File: src/rtl/adc_evt_pkg.sv
package adc_evt_pkg;

  // Strobes from control to datapath for the sequence-A flag pair.
  typedef struct packed {
    logic setValid;  // end of a conversion in sequence A
    logic clrValid;  // sequence-A data register read
    logic setDone;   // end of a complete sequence (mode 1 only)
    logic clrDone;   // software write of 1 to the sequence bit (mode 1 only)
  } seqStrobe_t;

endpackage

File: src/rtl/adc_evt_ctrl.sv
module adc_evt_ctrl
  import adc_evt_pkg::*;
#(
  parameter int NUM_CH  = 12,
  parameter int WORD_W  = 32,
  parameter int SEQ_BIT = 28
) (
  input  logic              wrEn,
  input  logic [WORD_W-1:0] wrData,
  input  logic              seqMode,
  input  logic              convDone,
  input  logic              endSeq,
  input  logic              gdatRead,
  output logic [NUM_CH-1:0] clrThr,
  output seqStrobe_t        strobes
);

  // Bits between the threshold field and the sequence bit, and above it,
  // carry nothing a write can act on.
  logic unusedWrBits;
  assign unusedWrBits = ^{wrData[WORD_W-1:SEQ_BIT+1], wrData[SEQ_BIT-1:NUM_CH]};

  always_comb begin
    clrThr           = wrEn ? wrData[NUM_CH-1:0] : '0;
    strobes.setValid = convDone;
    strobes.clrValid = gdatRead;
    strobes.setDone  = endSeq & seqMode;
    strobes.clrDone  = wrEn & wrData[SEQ_BIT] & seqMode;
  end

endmodule

File: src/rtl/adc_evt_datapath.sv
module adc_evt_datapath
  import adc_evt_pkg::*;
#(
  parameter int NUM_CH  = 12,
  parameter int WORD_W  = 32,
  parameter int SEQ_BIT = 28
) (
  input  logic              clk,
  input  logic              rstN,
  input  logic [NUM_CH-1:0] cmpOutside,
  input  logic [NUM_CH-1:0] cmpCross,
  input  logic [NUM_CH-1:0] enOutside,
  input  logic [NUM_CH-1:0] enCross,
  input  logic [NUM_CH-1:0] clrThr,
  input  seqStrobe_t        strobes,
  input  logic              seqMode,
  input  logic [NUM_CH-1:0] chanOvr,
  input  logic              seqAOvr,
  input  logic              seqBOvr,
  input  logic              ovrIntEn,
  input  logic              seqIntEn,
  output logic [WORD_W-1:0] flagWord,
  output logic              irq,
  output logic              seqReq
);

  localparam int OVR_LSB  = NUM_CH;
  localparam int SEQA_OVR = 2 * NUM_CH;
  localparam int SEQB_OVR = 2 * NUM_CH + 1;

  logic [NUM_CH-1:0] thrFlags;
  logic [NUM_CH-1:0] thrSet;
  logic              seqValid;
  logic              seqDone;
  logic              seqFlag;
  logic              irqNext;

  // One sticky flag per channel; a same-cycle set beats the clear.
  for (genvar i = 0; i < NUM_CH; i++) begin : gChan
    assign thrSet[i] = (cmpOutside[i] & enOutside[i]) | (cmpCross[i] & enCross[i]);
    always_ff @(posedge clk or negedge rstN) begin
      if (!rstN) thrFlags[i] <= 1'b0;
      else       thrFlags[i] <= thrSet[i] | (thrFlags[i] & ~clrThr[i]);
    end
  end

  always_ff @(posedge clk or negedge rstN) begin
    if (!rstN) begin
      seqValid <= 1'b0;
      seqDone  <= 1'b0;
    end else begin
      seqValid <= strobes.setValid | (seqValid & ~strobes.clrValid);
      seqDone  <= strobes.setDone  | (seqDone  & ~strobes.clrDone);
    end
  end

  assign seqFlag = seqMode ? seqDone : seqValid;

  always_comb begin
    flagWord                        = '0;
    flagWord[NUM_CH-1:0]            = thrFlags;
    flagWord[OVR_LSB +: NUM_CH]     = chanOvr;
    flagWord[SEQA_OVR]              = seqAOvr;
    flagWord[SEQB_OVR]              = seqBOvr;
    flagWord[SEQ_BIT]               = seqFlag;
  end

  assign irqNext = (|(thrFlags & (enOutside | enCross)))
                 | (ovrIntEn & ((|chanOvr) | seqAOvr | seqBOvr))
                 | (seqIntEn & seqFlag);

  always_ff @(posedge clk or negedge rstN) begin
    if (!rstN) begin
      irq    <= 1'b0;
      seqReq <= 1'b0;
    end else begin
      irq    <= irqNext;
      seqReq <= seqIntEn & seqFlag;
    end
  end

  AST_NO_SPURIOUS_SET: assert property (@(posedge clk) disable iff (!rstN)
    1'b1 |=> ((thrFlags & ~$past(thrFlags) & ~$past(thrSet)) == '0));

  AST_FLAG_STICKY: assert property (@(posedge clk) disable iff (!rstN)
    1'b1 |=> (($past(thrFlags) & ~$past(clrThr) & ~thrFlags) == '0));

  AST_SET_WINS: assert property (@(posedge clk) disable iff (!rstN)
    1'b1 |=> (($past(thrSet) & ~thrFlags) == '0));

  AST_VALID_CLEARS: assert property (@(posedge clk) disable iff (!rstN)
    (strobes.clrValid && !strobes.setValid) |=> !seqValid);

  AST_DONE_HOLDS: assert property (@(posedge clk) disable iff (!rstN)
    (seqDone && !strobes.clrDone) |=> seqDone);

endmodule

File: src/rtl/adc_event_status.sv
module adc_event_status
  import adc_evt_pkg::*;
#(
  parameter int NUM_CH  = 12,
  parameter int WORD_W  = 32,
  parameter int SEQ_BIT = 28
) (
  input  logic              clk,
  input  logic              rstN,
  input  logic              rdEn,
  input  logic              wrEn,
  input  logic [WORD_W-1:0] wrData,
  output logic [WORD_W-1:0] rdData,
  input  logic [NUM_CH-1:0] cmpOutside,
  input  logic [NUM_CH-1:0] cmpCross,
  input  logic [NUM_CH-1:0] enOutside,
  input  logic [NUM_CH-1:0] enCross,
  input  logic              ovrIntEn,
  input  logic              seqIntEn,
  input  logic [NUM_CH-1:0] chanOvr,
  input  logic              seqAOvr,
  input  logic              seqBOvr,
  input  logic              seqMode,
  input  logic              convDone,
  input  logic              endSeq,
  input  logic              gdatRead,
  output logic              irq,
  output logic              seqReq
);

  // Field layout needs 2*NUM_CH+2 <= SEQ_BIT < WORD_W.
  localparam int RSV_LSB = 2 * NUM_CH + 2;

  logic [NUM_CH-1:0] clrThr;
  seqStrobe_t        strobes;
  logic [WORD_W-1:0] flagWord;

  adc_evt_ctrl #(.NUM_CH(NUM_CH), .WORD_W(WORD_W), .SEQ_BIT(SEQ_BIT)) uCtrl (
    .wrEn     (wrEn),
    .wrData   (wrData),
    .seqMode  (seqMode),
    .convDone (convDone),
    .endSeq   (endSeq),
    .gdatRead (gdatRead),
    .clrThr   (clrThr),
    .strobes  (strobes)
  );

  adc_evt_datapath #(.NUM_CH(NUM_CH), .WORD_W(WORD_W), .SEQ_BIT(SEQ_BIT)) uData (
    .clk        (clk),
    .rstN       (rstN),
    .cmpOutside (cmpOutside),
    .cmpCross   (cmpCross),
    .enOutside  (enOutside),
    .enCross    (enCross),
    .clrThr     (clrThr),
    .strobes    (strobes),
    .seqMode    (seqMode),
    .chanOvr    (chanOvr),
    .seqAOvr    (seqAOvr),
    .seqBOvr    (seqBOvr),
    .ovrIntEn   (ovrIntEn),
    .seqIntEn   (seqIntEn),
    .flagWord   (flagWord),
    .irq        (irq),
    .seqReq     (seqReq)
  );

  assign rdData = rdEn ? flagWord : '0;

  AST_RSV_ZERO: assert property (@(posedge clk) disable iff (!rstN)
    rdEn |-> ((rdData[WORD_W-1:SEQ_BIT+1] == '0) && (rdData[SEQ_BIT-1:RSV_LSB] == '0)));

endmodule

File: config.mk
export PLATFORM = sky130hd
export DESIGN_NAME = adc_event_status
export DESIGN_NICKNAME = d
export VERILOG_FILES = /design/src/rtl/adc_evt_pkg.sv /design/src/rtl/adc_evt_ctrl.sv /design/src/rtl/adc_evt_datapath.sv /design/src/rtl/adc_event_status.sv
export SDC_FILE = /design/constraint.sdc
export NUM_CORES = 1
export LEC_CHECK = 0
export BUFFER_PORTS_ARGS = -buffer_cell sky130_fd_sc_hd__buf_2
export CORE_AREA = 2 2 72 54
export DETAILED_ROUTE_END_ITERATION = 8
export DIE_AREA = 0 0 74 56
export GPL_TIMING_DRIVEN = 0
export HOLD_SLACK_MARGIN = 0.02
export PLACE_DENSITY = 0.77
export SLEW_MARGIN = 20
export SYNTH_ARGS = -nofsm -noshare
export SYNTH_HDL_FRONTEND = slang
export SYNTH_SLANG_ARGS = --single-unit
File: constraint.sdc
create_clock -name clk -period 1.3 [get_ports clk]
set_clock_uncertainty 0.1 [all_clocks]
set_input_delay 0.065 -clock clk [delete_from_list [all_inputs] [get_ports clk]]
set_output_delay 0.065 -clock clk [all_outputs]
set_load 0.02 [all_outputs]
==> metrics.txt <==
status complete, but fails checks; failing checks negative setup slack; Peak VDD IR 0.000715 V; Mapped Area around 1000 sq um; Synth Register Bits 16; Yosys warnings 0; commonest non-fill, non-tap cell in the layout buf_2; Clock Path Buffers 2; Total GRT Usage 0.224; switching pwr 489 uW; largest net degree at the start of global routing 17; Cell Pwr Density 700 nW/um^2; Initial Utilization 0.293; Leakage 0.00119 uW; routed via count approximately 1600; Tmin final 1.31 ns; fraction of registers with async set or reset after synthesis 1.00; RSZ-0062 raised after global routing true; n_diodes 0; largest family of logic cells by synthesized area simple AND/OR/NAND/NOR gates; Avg Cell Area, Syn 8.52 sq um; Sw Ratio 0.297; share of the synthesized area in the top cell type 0.402; post-synth cell types 19; mean routed wirelength per cell roughly 14 microns; CTS sink cnt 16; Flop pwr share 0.349; number of global-route vias before repair 1727; port bufs 113; mux contribution to synthesized area 0.0100; H-tree Lvls 1; final wirelength 4730 microns; TritonCTS clock tree yes; final hold violations 0; Post-synth EDFFs 0; drt first pass iters 4; Synth Area in Adders 0; Via density about 4.5; final setup TNS -0.0101 ns; crit path DAT 1.15 ns; max incr delay on CP approximately 0.38 ns; Final Cell Area 2360 sq um; crit path buf inv count 1; FP Rows 18; clk_lat worst skew about 0.25 ns; Final Max Tran Viols 0; Reg clk slew, reported paths 0.06 ns; total grt overflow 0; Synth Instances 117; clock power share 0.264; Util after Layout 0.694; endpoints failing setup 1; Setup WS post-layout -0.0101 ns; Final HPWL DP 2790 microns; DP Area 1640 sq um; NumNets Final 405; Synth Area in Simple Gates 0.289; critical path endpoint category primary output; Fin Hold WS 0.0262 ns; crit share post-route 1.01; worst hold path class input pin to flop; RD Place Congestion 0.719; Synth area leader dfrtp_1; die extent in x 74 microns; CP top delay family flip-flops; Max Cap Violations 0; slowest library cell on the worst path dfrtp_1; Comb power frac 0.387; Synth-to-Final Area Change 137%; Seq/Total Area, Yosys 0.402; Num CTS Buffers 3; Antenna Nets Post-Route 0; DRC viols 0; most frequent cells in the layout 110 x buf_2, 65 x dlygate4sd3_1, 26 x and2_1, 16 x dfrtp_1, 14 x nand2_1; Pint approximately 1200 uW; layout cells sized above 1 0.417; largest cells by area after synthesis dfrtp_1 40%, and2_1 16%, a222oi_1 12%; Post-Synth XOR/XNOR Area 0; Critical Path RT about 1.1 ns; crit start category flop; die area approximately 4100 sq um; largest fanout on the critical path 2; antenna violations before repair 0; f_max 763 MHz; I/O Pins roughly 140; critical path type flop to primary output; core area 3400 sq um; root buf cell clkbuf_8; ys flop type dfrtp_1; global-route wire length before repair between 7000 and 8000 microns; CP Cell Sequence mux2i_1, and2b_1, buf_6; DRT iter0 DRCs 64; Die Ht 56 microns; Synth Area in Compound Gates 0.197
-- cell usage after synthesis, drive strengths merged (2+ instances only) --
library cell,instances
clkbuf,2
nand4,4
and2,26
nand2,14
dfrtp,16
o21ai,12
buf,6
nor4,4
a222oi,12
inv,13
-- worst paths after layout --
path | start | endpoint | cells past startpoint | slack (ns)
max | uData.seqDone$_DFF_PN0_ | rdData[28] | 3 | -0.01
min reg2reg | uData.seqValid$_DFF_PN0_ | uData.seqValid$_DFF_PN0_ | 1 | 0.39
max in group asynchronous | rstN | uData.flagWord[9]$_DFF_PN0_ | 2 | 0.65
min | wrData[9] | uData.flagWord[9]$_DFF_PN0_ | 4 | 0.03
min in group asynchronous | rstN | uData.flagWord[4]$_DFF_PN0_ | 2 | 0.17
max reg2reg | uData.seqDone$_DFF_PN0_ | uData.irq$_DFF_PN0_ | 4 | 0.07
-- per-layer routing --
layer  vias to the layer above  wire length, microns  global-route usage
met5                         -                     0                   0
met4                         0                    64              0.0364
met3                         6                   261              0.0507
met2                        63                  2580               0.453
met1                       739                  1820               0.228
li1                        775                     -                   -
-- state kept, by name (all words and copies together), names as in the netlist --
signal	flops
uData.seqValid	1
uData.irq	1
uData.flagWord	12
uData.seqDone	1
uData.seqReq	1
-- final cells by class --
class | instances | area, sq um
Multi-Input combinational cell | 84 | 534
Sequential cell | 16 | 400
Timing Repair Buffer | 175 | 1210
Tap cell | 50 | 62.6
Inverter | 13 | 48.8
Fill cell | 264 | 1040
Clock buffer | 4 | 55.1
Buffer | 8 | 50.0
-- cell families after synthesis --
family / count (synthesis)
other: 1
muxes: 1
DFF: 16
buffers and inverters: 21
and+or+nand+nor: 52
AOI/OAI and AO/OA: 26
-- worst register-to-register path, cell delays in order, from the launching register on --
cell	delay (ns)
dfrtp_1	0.38
mux2i_1	0.18
nor2b_1	0.11
nor4_2	0.28
nand2_1	0.07
-- power groups by stage --
stage          Sequential, uW  Clock, uW  Combinational (uW)
3_5_place_dp              581          0                 464
4_1_cts                   572        451                 618
2_1_floorplan             575          0                 230
6_report                  576        436                 638
3_3_place_gp              579          0                 457
5_1_grt                   582        469                 692
-- repair_timing --
action | 4_1_cts | 5_1_grt
buffers inserted | 0 | 0
endpoints found under the setup margin | 1 | 2
endpoints found under the hold margin | 32 | 0
pin swaps | 0 | 3
hold buffers | 65 | 0
gates resized for setup | 2 | 9
gates cloned | 0 | 0
-- stage by stage --
stage	cells	setup slack, ns	total power (uW)
4_1_cts	353	-0.0134	1640
2_1_floorplan	121	0.190	805
5_1_grt	350	-0.0587	1740
3_5_place_dp	284	0.0365	1040
6_report	350	-0.0101	1650
3_3_place_gp	284	0.0502	1040
Power figures use the tool's default switching activity.
